==> config.mk <==
export PLATFORM = sky130hd
export DESIGN_NAME = touch_key_proc
export DESIGN_NICKNAME = d
export VERILOG_FILES = /design/src/rtl/tkp_pkg.sv /design/src/rtl/tkp_strap_latch.sv /design/src/rtl/tkp_ref_tracker.sv /design/src/rtl/tkp_ontimer.sv /design/src/rtl/tkp_detect_fsm.sv /design/src/rtl/touch_key_proc.sv
export SDC_FILE = /design/constraint.sdc
export NUM_CORES = 1
export LEC_CHECK = 0
export ABC_CLOCK_PERIOD_IN_PS = 7600
export BUFFER_PORTS_ARGS = -buffer_cell sky130_fd_sc_hd__buf_4
export CAP_MARGIN = 40
export CORE_MARGIN = 3
export CORE_UTILIZATION = 65
export DETAILED_ROUTE_END_ITERATION = 10
export GPL_TIMING_DRIVEN = 0
export PLACE_DENSITY = 0.95
export SLEW_MARGIN = 0
export SYNTH_ARGS = -nofsm -noshare
export SYNTH_HDL_FRONTEND = slang
export SYNTH_SLANG_ARGS = --single-unit
==> constraint.sdc <==
create_clock -name clk -period 7.6 [get_ports clk]
set_input_delay 0.76 -clock clk [delete_from_list [all_inputs] [get_ports clk]]
set_output_delay 0.76 -clock clk [all_outputs]
set_load 0.05 [all_outputs]
==> src/rtl/tkp_pkg.sv <==
package tkp_pkg;

    typedef enum logic [2:0] {
        ST_CAL,
        ST_IDLE,
        ST_FILTER,
        ST_SUPPR,
        ST_DETECT
    } det_state_t;

    typedef enum logic [1:0] {
        MD_DIRECT_INF,
        MD_DIRECT_SHORT,
        MD_DIRECT_LONG,
        MD_TOGGLE
    } out_mode_t;

    // Strap pair {a,b}: 01 toggle, 11 direct short, 10 direct long, 00 direct no timeout
    function automatic out_mode_t decode_straps(input logic a, input logic b);
        out_mode_t m;
        unique case ({a, b})
            2'b01:   m = MD_TOGGLE;
            2'b11:   m = MD_DIRECT_SHORT;
            2'b10:   m = MD_DIRECT_LONG;
            default: m = MD_DIRECT_INF;
        endcase
        return m;
    endfunction

endpackage

==> src/rtl/tkp_strap_latch.sv <==
module tkp_strap_latch
    import tkp_pkg::*;
(
    input  logic      clk,
    input  logic      rst_n,
    input  logic      sample,
    input  logic      opt_a,
    input  logic      opt_b,
    input  logic      oc_in,
    output out_mode_t mode_q,
    output logic      oc_q
);

    // Straps are captured only once per acquisition cycle
    always_ff @(posedge clk or negedge rst_n) begin
        if (!rst_n) begin
            mode_q <= MD_DIRECT_INF;
            oc_q   <= 1'b0;
        end else if (sample) begin
            mode_q <= decode_straps(opt_a, opt_b);
            oc_q   <= oc_in;
        end
    end

endmodule

==> src/rtl/tkp_ref_tracker.sv <==
module tkp_ref_tracker #(
    parameter int CNT_W  = 16,
    parameter int UP_CYC = 30,
    parameter int DN_CYC = 7
) (
    input  logic             clk,
    input  logic             rst_n,
    input  logic             sample,
    input  logic             load,
    input  logic             track_en,
    input  logic [CNT_W-1:0] raw,
    output logic [CNT_W-1:0] ref_q
);

    localparam int UW = $clog2(UP_CYC + 1);
    localparam int DW = $clog2(DN_CYC + 1);
    localparam logic [UW-1:0] UP_LAST = UW'(UP_CYC - 1);
    localparam logic [DW-1:0] DN_LAST = DW'(DN_CYC - 1);

    logic [UW-1:0] up_cnt;
    logic [DW-1:0] dn_cnt;

    always_ff @(posedge clk or negedge rst_n) begin
        if (!rst_n) begin
            ref_q  <= '0;
            up_cnt <= '0;
            dn_cnt <= '0;
        end else if (sample) begin
            if (load) begin
                ref_q  <= raw;
                up_cnt <= '0;
                dn_cnt <= '0;
            end else if (!track_en) begin
                up_cnt <= '0;
                dn_cnt <= '0;
            end else if (raw > ref_q) begin
                dn_cnt <= '0;
                if (up_cnt == UP_LAST) begin
                    up_cnt <= '0;
                    ref_q  <= ref_q + 1'b1;
                end else begin
                    up_cnt <= up_cnt + 1'b1;
                end
            end else if (raw < ref_q) begin
                up_cnt <= '0;
                if (dn_cnt == DN_LAST) begin
                    dn_cnt <= '0;
                    ref_q  <= ref_q - 1'b1;
                end else begin
                    dn_cnt <= dn_cnt + 1'b1;
                end
            end else begin
                up_cnt <= '0;
                dn_cnt <= '0;
            end
        end
    end

endmodule

==> src/rtl/tkp_ontimer.sv <==
module tkp_ontimer
    import tkp_pkg::*;
#(
    parameter int SHORT_CYC = 303,
    parameter int LONG_CYC  = 1818
) (
    input  logic      clk,
    input  logic      rst_n,
    input  logic      sample,
    input  logic      run,
    input  out_mode_t mode,
    output logic      expire
);

    localparam int MAXC = (LONG_CYC > SHORT_CYC) ? LONG_CYC : SHORT_CYC;
    localparam int TW   = $clog2(MAXC + 1);

    logic [TW-1:0] cnt;
    logic [TW-1:0] lim;
    logic          lim_en;

    always_comb begin
        lim    = TW'(SHORT_CYC);
        lim_en = 1'b1;
        unique case (mode)
            MD_DIRECT_INF:   lim_en = 1'b0;
            MD_DIRECT_SHORT: lim    = TW'(SHORT_CYC);
            MD_DIRECT_LONG:  lim    = TW'(LONG_CYC);
            MD_TOGGLE:       lim    = TW'(SHORT_CYC);
        endcase
    end

    assign expire = sample && run && lim_en && (cnt == lim - 1'b1);

    always_ff @(posedge clk or negedge rst_n) begin
        if (!rst_n) begin
            cnt <= '0;
        end else if (!run) begin
            cnt <= '0;
        end else if (sample && (cnt != {TW{1'b1}})) begin
            cnt <= cnt + 1'b1;
        end
    end

endmodule

==> src/rtl/tkp_detect_fsm.sv <==
module tkp_detect_fsm
    import tkp_pkg::*;
#(
    parameter int CNT_W   = 16,
    parameter int THRESH  = 6,
    parameter int HYST    = 2,
    parameter int CONFIRM = 3
) (
    input  logic             clk,
    input  logic             rst_n,
    input  logic             sample,
    input  logic [CNT_W-1:0] raw,
    input  logic [CNT_W-1:0] ref_val,
    input  logic             arb_block,
    input  out_mode_t        mode,
    input  logic             expire,
    output det_state_t       state_q,
    output logic             load_ref,
    output logic             track_en,
    output logic             key_on
);

    localparam int IW = $clog2(CONFIRM + 1);
    localparam logic [IW-1:0] INT_LAST = IW'(CONFIRM - 1);
    localparam logic [CNT_W:0] ON_OFS  = (CNT_W+1)'(THRESH);
    localparam logic [CNT_W:0] OFF_OFS = (CNT_W+1)'(THRESH - HYST);

    det_state_t    state_n;
    logic [IW-1:0] integ_q, integ_n;
    logic          tog_q, tog_n;
    logic          cand, hold;

    // Comparisons carried one bit wider so ref near full scale cannot wrap
    assign cand = {1'b0, raw} >= ({1'b0, ref_val} + ON_OFS);
    assign hold = {1'b0, raw} >= ({1'b0, ref_val} + OFF_OFS);

    // State register
    always_ff @(posedge clk or negedge rst_n) begin
        if (!rst_n) begin
            state_q <= ST_CAL;
            integ_q <= '0;
            tog_q   <= 1'b0;
        end else begin
            state_q <= state_n;
            integ_q <= integ_n;
            tog_q   <= tog_n;
        end
    end

    // Next-state logic
    always_comb begin
        state_n = state_q;
        integ_n = integ_q;
        tog_n   = (mode == MD_TOGGLE) ? tog_q : 1'b0;
        if (sample) begin
            unique case (state_q)
                ST_CAL: begin
                    state_n = ST_IDLE;
                    integ_n = '0;
                end
                ST_IDLE: begin
                    if (cand) begin
                        state_n = ST_FILTER;
                        integ_n = IW'(1);
                    end
                end
                ST_FILTER: begin
                    if (!cand) begin
                        state_n = ST_IDLE;
                        integ_n = '0;
                    end else if (integ_q == INT_LAST) begin
                        integ_n = '0;
                        if (arb_block) begin
                            state_n = ST_SUPPR;
                        end else begin
                            state_n = ST_DETECT;
                            tog_n   = (mode == MD_TOGGLE) ? ~tog_q : 1'b0;
                        end
                    end else begin
                        integ_n = integ_q + 1'b1;
                    end
                end
                ST_SUPPR: begin
                    if (!cand) begin
                        state_n = ST_IDLE;
                    end else if (!arb_block) begin
                        state_n = ST_DETECT;
                        tog_n   = (mode == MD_TOGGLE) ? ~tog_q : 1'b0;
                    end
                end
                ST_DETECT: begin
                    if (!hold) begin
                        state_n = ST_IDLE;
                    end else if (expire) begin
                        state_n = ST_CAL;
                    end
                end
                default: state_n = ST_CAL;
            endcase
        end
    end

    // Outputs
    always_comb begin
        load_ref = (state_q == ST_CAL);
        track_en = (state_q == ST_IDLE) || (state_q == ST_FILTER);
        key_on   = (mode == MD_TOGGLE) ? tog_q : (state_q == ST_DETECT);
    end

endmodule

==> src/rtl/touch_key_proc.sv <==
module touch_key_proc
    import tkp_pkg::*;
#(
    parameter int CNT_W         = 16,
    parameter int ACQ_PERIOD_US = 33000,
    parameter int THRESH        = 6,
    parameter int HYST          = 2,
    parameter int CONFIRM       = 3
) (
    input  logic             clk,
    input  logic             rst_n,
    input  logic             raw_valid,
    input  logic [CNT_W-1:0] raw_count,
    input  logic             strap_opt_a,
    input  logic             strap_opt_b,
    input  logic             strap_oc,
    input  logic             arb_block,
    output logic             key_on,
    output logic             pad_o,
    output logic             pad_oe
);

    localparam int DRIFT_UP_CYC  = 990000 / ACQ_PERIOD_US;
    localparam int DRIFT_DN_CYC  = 231000 / ACQ_PERIOD_US;
    localparam int TMO_SHORT_CYC = 10000000 / ACQ_PERIOD_US;
    localparam int TMO_LONG_CYC  = 60000000 / ACQ_PERIOD_US;

    out_mode_t        mode_q;
    logic             oc_q;
    logic [CNT_W-1:0] ref_val;
    det_state_t       fsm_state;
    logic             load_ref, track_en, expire;

    tkp_strap_latch u_straps (
        .clk    (clk),
        .rst_n  (rst_n),
        .sample (raw_valid),
        .opt_a  (strap_opt_a),
        .opt_b  (strap_opt_b),
        .oc_in  (strap_oc),
        .mode_q (mode_q),
        .oc_q   (oc_q)
    );

    tkp_ref_tracker #(
        .CNT_W  (CNT_W),
        .UP_CYC (DRIFT_UP_CYC),
        .DN_CYC (DRIFT_DN_CYC)
    ) u_ref (
        .clk      (clk),
        .rst_n    (rst_n),
        .sample   (raw_valid),
        .load     (load_ref),
        .track_en (track_en),
        .raw      (raw_count),
        .ref_q    (ref_val)
    );

    tkp_ontimer #(
        .SHORT_CYC (TMO_SHORT_CYC),
        .LONG_CYC  (TMO_LONG_CYC)
    ) u_timer (
        .clk    (clk),
        .rst_n  (rst_n),
        .sample (raw_valid),
        .run    (fsm_state == ST_DETECT),
        .mode   (mode_q),
        .expire (expire)
    );

    tkp_detect_fsm #(
        .CNT_W   (CNT_W),
        .THRESH  (THRESH),
        .HYST    (HYST),
        .CONFIRM (CONFIRM)
    ) u_fsm (
        .clk       (clk),
        .rst_n     (rst_n),
        .sample    (raw_valid),
        .raw       (raw_count),
        .ref_val   (ref_val),
        .arb_block (arb_block),
        .mode      (mode_q),
        .expire    (expire),
        .state_q   (fsm_state),
        .load_ref  (load_ref),
        .track_en  (track_en),
        .key_on    (key_on)
    );

    // Pad stage: push-pull active-high, or open-drain active-low as enable
    always_comb begin
        if (oc_q) begin
            pad_o  = 1'b0;
            pad_oe = key_on;
        end else begin
            pad_o  = key_on;
            pad_oe = 1'b1;
        end
    end

endmodule

Word-level counts from Yosys, hierarchy flattened
Cells that the tools add are included.
{"block": "classes", "add_sub_neg": 9, "magnitude_cmp": 4, "n_eq_ne": 20, "n_mux": 44, "bitwise": 1, "reduce_logical": 14}
{"cell": "16-bit 2-to-1 mux", "n": 6}
{"cell": "3-bit 2-to-1 mux", "n": 13}
{"cell": "16-bit by 3-bit adder with 17-bit output, second input constant", "n": 2}
{"cell": "16-bit by 17-bit >= comparator with 1-bit output", "n": 2}
{"cell": "11-bit 2-to-1 mux", "n": 3}
{"cell": "5-bit 2-to-1 mux", "n": 4}
{"cell": "16-bit by 1-bit adder with 16-bit output, second input constant", "n": 1}
{"cell": "16-bit greater-than comparator", "n": 1}
{"cell": "16-bit < comparator", "n": 1}
{"cell": "16-bit by 1-bit subtractor with 16-bit output, second input constant", "n": 1}
{"cell": "3-bit one-hot mux with 5 select lines", "n": 1}
{"cell": "3-bit != test, second input constant", "n": 4}
{"cell": "2-bit one-hot mux with 3 select lines", "n": 2}
{"cell": "11-bit by 1-bit adder with 11-bit output, second input constant", "n": 1}
{"cell": "11-bit == test", "n": 1}
{"cell": "1-bit 2-to-1 mux", "n": 11}
{"cell": "11-bit != test, second input constant", "n": 1}
{"cell": "11-bit by 1-bit subtractor with 11-bit output, second input constant", "n": 1}
{"cell": "2-bit == test, second input constant", "n": 5}
{"cell": "5-bit AND reduction", "n": 2}
{"cell": "3-bit nonzero test", "n": 3}
{"cell": "3-bit by 2-bit == test with 1-bit output, second input constant", "n": 2}
{"cell": "3-bit == test, second input constant", "n": 2}
{"cell": "2-bit 2-to-1 mux", "n": 3}
{"cell": "other kinds (16)", "n": 19}
{"block": "word_totals", "reg_bits": 44, "out_inout_bits": 3, "wordCells": 101}

Depth between registers and ports, before layout
{"block": "depth", "depth_word": 8, "ltp_mapped": 16}

Hierarchy
Synthesis repeated with hierarchy kept, for this count alone.
{"block": "hier_totals", "cells_unflattened": 562, "area_unflattened_um2": 4818.4}
{"module": "tkp_ref_tracker", "instances": 1, "cells_each": 263, "area_each_um2": 2263.4, "seq_area_each_um2": 600.6}
{"module": "tkp_detect_fsm", "instances": 1, "cells_each": 201, "area_each_um2": 1600.3, "seq_area_each_um2": 150.1}
{"module": "tkp_ontimer", "instances": 1, "cells_each": 81, "area_each_um2": 767.0, "seq_area_each_um2": 275.3}
{"module": "tkp_strap_latch", "instances": 1, "cells_each": 14, "area_each_um2": 162.7, "seq_area_each_um2": 75.1}
{"module": "touch_key_proc", "instances": 1, "cells_each": 3, "area_each_um2": 25.0, "seq_area_each_um2": 0.0}

Least setup slack after synthesis
OpenSTA, ideal clock, no wires.
{"block": "synth_timing", "kind": "input -> register", "startpoint": "input port raw_count[1]", "endpoint": "register u_ref.ref_q[15]", "arrival_time_ns": 3.976, "path_slack_ns": 3.485, "stages": 14, "path_buffers": 0, "path_cell_list": "ha_1 nor2b_1 o211ai_1 a2111o_1 nand3_1 nand2_1 ha_1 and4_1 and3_1 a21oi_1 o21ai_1 a221oi_1 mux2i_1 o221ai_1"}
{"block": "synth_between", "elab_chain_cells": 4, "elab_cells_between_ends": 9, "cone_classes": "order compare (2); eq/ne (1); mux (3); reduce/logical (3)"}
{"element": "start: declaration", "line_no": "touch_key_proc.sv:13", "source": "input logic [CNT_W-1:0] raw_count,"}
{"element": "16-bit greater-than comparator", "line_no": "tkp_ref_tracker.sv:36", "source": "end else if (raw > ref_q) begin"}
{"element": "16-bit 2-to-1 mux", "line_no": "tkp_ref_tracker.sv:36"}
{"element": "16-bit 2-to-1 mux", "line_no": "tkp_ref_tracker.sv:33", "source": "end else if (!track_en) begin"}
{"element": "16-bit 2-to-1 mux", "line_no": "tkp_ref_tracker.sv:29", "source": "if (load) begin"}
{"element": "end signal: assignment", "line_no": "tkp_ref_tracker.sv:30", "source": "ref_q <= raw;"}
{"element": "end signal: assignment", "line_no": "tkp_ref_tracker.sv:40", "source": "ref_q <= ref_q + 1'b1;"}
{"element": "end signal: assignment", "line_no": "tkp_ref_tracker.sv:48", "source": "ref_q <= ref_q - 1'b1;"}
{"element": "end: declaration", "line_no": "tkp_ref_tracker.sv:12", "source": "output logic [CNT_W-1:0] ref_q"}
Several ways; a longest one is shown, not always the timed one. The select of a mux whose other input is x is not followed.
A chain may end at the register's enable or synchronous reset.

Final worst setup path
{"block": "layout_timing", "startpoint": "register u_ref.ref_q[1]", "endpoint": "register u_ref.ref_q[14]"}
{"block": "layout_between", "elab_chain_cells": 6, "elab_cells_between_ends": 14, "cone_classes": "add/sub (2); order compare (2); eq/ne (1); mux (6); reduce/logical (3)"}
{"element": "16-bit by 1-bit subtractor with 16-bit output", "line_no": "tkp_ref_tracker.sv:48"}
{"element": "16-bit 2-to-1 mux", "line_no": "tkp_ref_tracker.sv:46", "source": "if (dn_cnt == DN_LAST) begin"}
{"element": "16-bit 2-to-1 mux", "line_no": "tkp_ref_tracker.sv:44", "source": "end else if (raw < ref_q) begin"}
{"element": "16-bit 2-to-1 mux", "line_no": "tkp_ref_tracker.sv:36"}
{"element": "16-bit 2-to-1 mux", "line_no": "tkp_ref_tracker.sv:33"}
{"element": "16-bit 2-to-1 mux", "line_no": "tkp_ref_tracker.sv:29"}
Several ways; a longest one is shown, not always the timed one. The select of a mux whose other input is x is not followed.

==> summary.txt <==
Status
  • Outcome: finished clean

Worst setup path
  • Worst Path Arrival: 5050 ps
  • Startpoint types: register
  • Crit. End Element: register
  • Worst EP required: around 7800 ps
  • Crit-path max FO: 15
  • WS Path Type: reg2reg

Hold path
  • Min-Delay Path Class: in2async

CTS
  • Post-cts resize count: 0
  • CTS H-tree depth: 2
  • Clock sink count: 44
  • Post-CTS Setup Inserts: 0
  • Clock root buffer: clkbuf_8
  • Clock-pin slew on the worst setup and hold paths: 80 ps
  • Hold-fix buffers, CTS: 0
  • CTS max path bufs: 2
  • Number of buffers created by CTS: 5
  • TritonCTS clock tree: built
  • Worst-Skew Late Latency: 310 ps

Routing
  • DR vias: approximately 4400
  • Antenna-violating nets left: 0
  • Iter 0 DRT Violations: between 200 and 300
  • # DRC: 0
  • Drt total wl: 12.1 mm
  • Via/cell ratio: about 6.5
  • Pre-antenna DRT Iters: 5
  • Wire per inst: roughly 18 microns

Layout
  • Net count reported at finish: approximately 680
  • Commonest non-fill, non-tap cell in the layout: ha_1
  • Synthesis-to-finish area growth: 9.28%
  • Commonest cells after routing, fill and taps aside: ha_1 (67), nor2_1 (60), nand2_1 (52)
  • Diode count: 0
  • Finished Layout Cells: just under 700
  • Layout cells sized above 1: 10.4%

Synthesis
  • Post-synth EDFFs: 0
  • Yosys cell types: 66
  • Ys async rst share: 100%
  • Synth Instances: between 500 and 600
  • Yosys warns: 0
  • Synth Cell Area: between 4000 and 5000 sq um
  • Mapped Nets: 643
  • Post-synthesis register bit count: 44
  • Top FF cell, synth: dfrtp_1
  • Post-synthesis average cell area: 8.38 sq um
  • Register area share after synthesis: between 20% and 30%

STA
  • Part of the cycle the worst path needs: a little under two thirds
  • Worst-margin pin slew: a little over 800 ps
  • FMAX: between 0.2 and 0.25 GHz
  • Slew headroom: between 40% and 50%
  • Setup ws final: 2780 ps
  • Slew Limit Fails: 0
  • Tmin final: roughly 4800 ps
  • Final Hold Fails: 0
  • RSZ-0062 raised after global routing: no
  • Clk_skew: around 9.7 ps
  • Post-route setup TNS: 0 ps
  • Final setup viols: 0

Placed design
  • DP Worst Slack: between 2000 and 3000 ps
  • Hpwl dp: 9.56 mm
  • Placer Congestion: about 0.99
  • Placed cell count: about 670
  • Port bufs: 25

Power and ir drop
  • Flop pwr share: between 15 and 20%
  • Power Density: between 400 and 500 nW/um^2
  • Leak: 2.23 nW
  • Worst VDD drop: 203 uV
  • P_sw: 0.00120 W
  • Tot Pwr: between 0.002 and 0.0025 W
  • Int Pwr: 0.00113 W
  • Switching Share: between 50% and 60%
  • Clk pwr share: 8.2%
  • Gate power share: between 70% and 80%

Die
  • Die span in y: 90.4 microns
  • Std cell rows: 30
  • I/O pin total: 26
  • Initial Utilization: between 60% and 70%
  • Core ar.: 6830 sq um
  • Die X: around 90 microns
  • Die Area: 8160 sq um

GRT
  • Total grt overflow: 0
  • First-pass GRT wire length: between 20 and 25 mm
  • Largest net degree at the start of global routing: 45
  • Vias in the first global route: about 4500
  • GRT Resource Usage Total: a little under a third
  • Initial antenna violation count: 0

Flow run
  • Max Cap Violations: 0
-- registers in the layout, indices dropped and copies added (netlist names) --
signal and flops:
u_timer.cnt 11, u_fsm.tog_q 1, u_ref.dn_cnt 3, u_straps.oc_q 1, u_fsm.integ_q 2, u_straps.mode_q 2
u_fsm.state_q 3, u_ref.ref_q 16, u_ref.up_cnt 5
-- cell type report --
cell class	instances	area, sq um
Multi-Input combinational cell	465	3340
Tap cell	96	120
Sequential cell	44	1100
Fill cell	542	1780
Clock inverter	2	38.8
Clock buffer	6	82.6
Timing Repair Buffer	25	188
Inverter	28	105
Buffer	15	81.3
-- worst paths after layout --
kind                            startpoint               to  slack, ps  cells past startpoint
max                         u_ref.ref_q[1]  u_ref.ref_q[14]       2780                     15
min                                  rst_n   u_ref.ref_q[4]        430                      1
max reg2reg                 u_ref.ref_q[1]  u_ref.ref_q[14]       2780                     15
min reg2reg                u_ref.up_cnt[4]  u_ref.up_cnt[4]        530                      1
max in group asynchronous            rst_n   u_timer.cnt[8]       6770                      1
min in group clk           u_ref.up_cnt[4]  u_ref.up_cnt[4]        530                      1
-- routing by layer --
layer	vias to the layer above	part of all wire (%)	GRT usage, %
met5	-	0	0
met4	0	4.4	13.8
met3	56	5.4	4.33
met2	184	50	53.5
met1	2099	40	36.1
li1	2091	-	-
-- synthesized netlist by cell type (3+ instances only) --
cell,n,share of area [%]
nand3_1,23,2.5
nand2_1,52,4.2
nor2b_1,4,0.54
o21a_1,6,0.97
inv_1,27,2.2
nor4_1,3,0.41
nor3_1,14,1.5
a21oi_1,38,4.1
clkbuf_1,7,0.57
nand4b_1,3,0.57
nor2_1,60,4.9
o21ai_0,32,3.5
a41oi_2,3,1.1
buf_2,5,0.54
and3_1,7,0.95
dfrtp_1,44,24
ha_1,67,18
a221oi_1,3,0.57
nand4_1,15,2.0
a211oi_1,8,1.3
a21o_1,12,1.9
mux2i_1,13,2.8
o211ai_1,4,0.65
o22ai_1,3,0.41
a31oi_1,8,1.1
xnor2_1,35,6.6
xor2_1,8,1.5
-- power by group through the flow --
| stage | Clock (W) | Sequential (W) | Combinational, W |
|---|---|---|---|
| global route | 0.000204 | 0.000406 | 0.00194 |
| floorplan | 0 | 0.000362 | 0.00134 |
| global placement | 0 | 0.000394 | 0.00158 |
| finish | 0.000191 | 0.000402 | 0.00174 |
| CTS | 0.000192 | 0.000396 | 0.00171 |
| detailed placement | 0 | 0.000401 | 0.00169 |
-- metrics by stage --
stage | instance area, sq um | hold WS (ps) | utilization, %
floorplan | 4630 | 464 | -
global placement | 4930 | 497 | 72.2
detailed placement | 4930 | 513 | 72.2
CTS | 5050 | 472 | 74.0
global route | 5050 | 468 | 74.0
finish | 5050 | 431 | 74.0
-- cells by family after synthesis --
| family | count (synthesis) | share of synthesized area, % |
|---|---|---|
| AOI/OAI and AO/OA | 141 | 21.5 |
| xor gates and xnor gates | 43 | 8.14 |
| DFF | 44 | 23.8 |
| adders and majority gates | 68 | 18.6 |
| and+or+nand+nor | 199 | 21.0 |
| muxes | 14 | 3.06 |
| buffers and inverters | 43 | 4.03 |
-- worst max-delay path: stages (launching register included) --
cell      delay (ps)
dfrtp_1          530
inv_1            120
ha_1             380
nor2b_1          170
o211ai_1         100
a2111o_1         440
nand3_1          260
nand2_1          450
fa_1             600
a211oi_1         230
nor2_1           110
o41ai_1          470
o21ai_0          260
a21oi_1          250
nand4b_1         140
a41oi_2          220
Note: power is estimated with default switching activity, not from simulation.
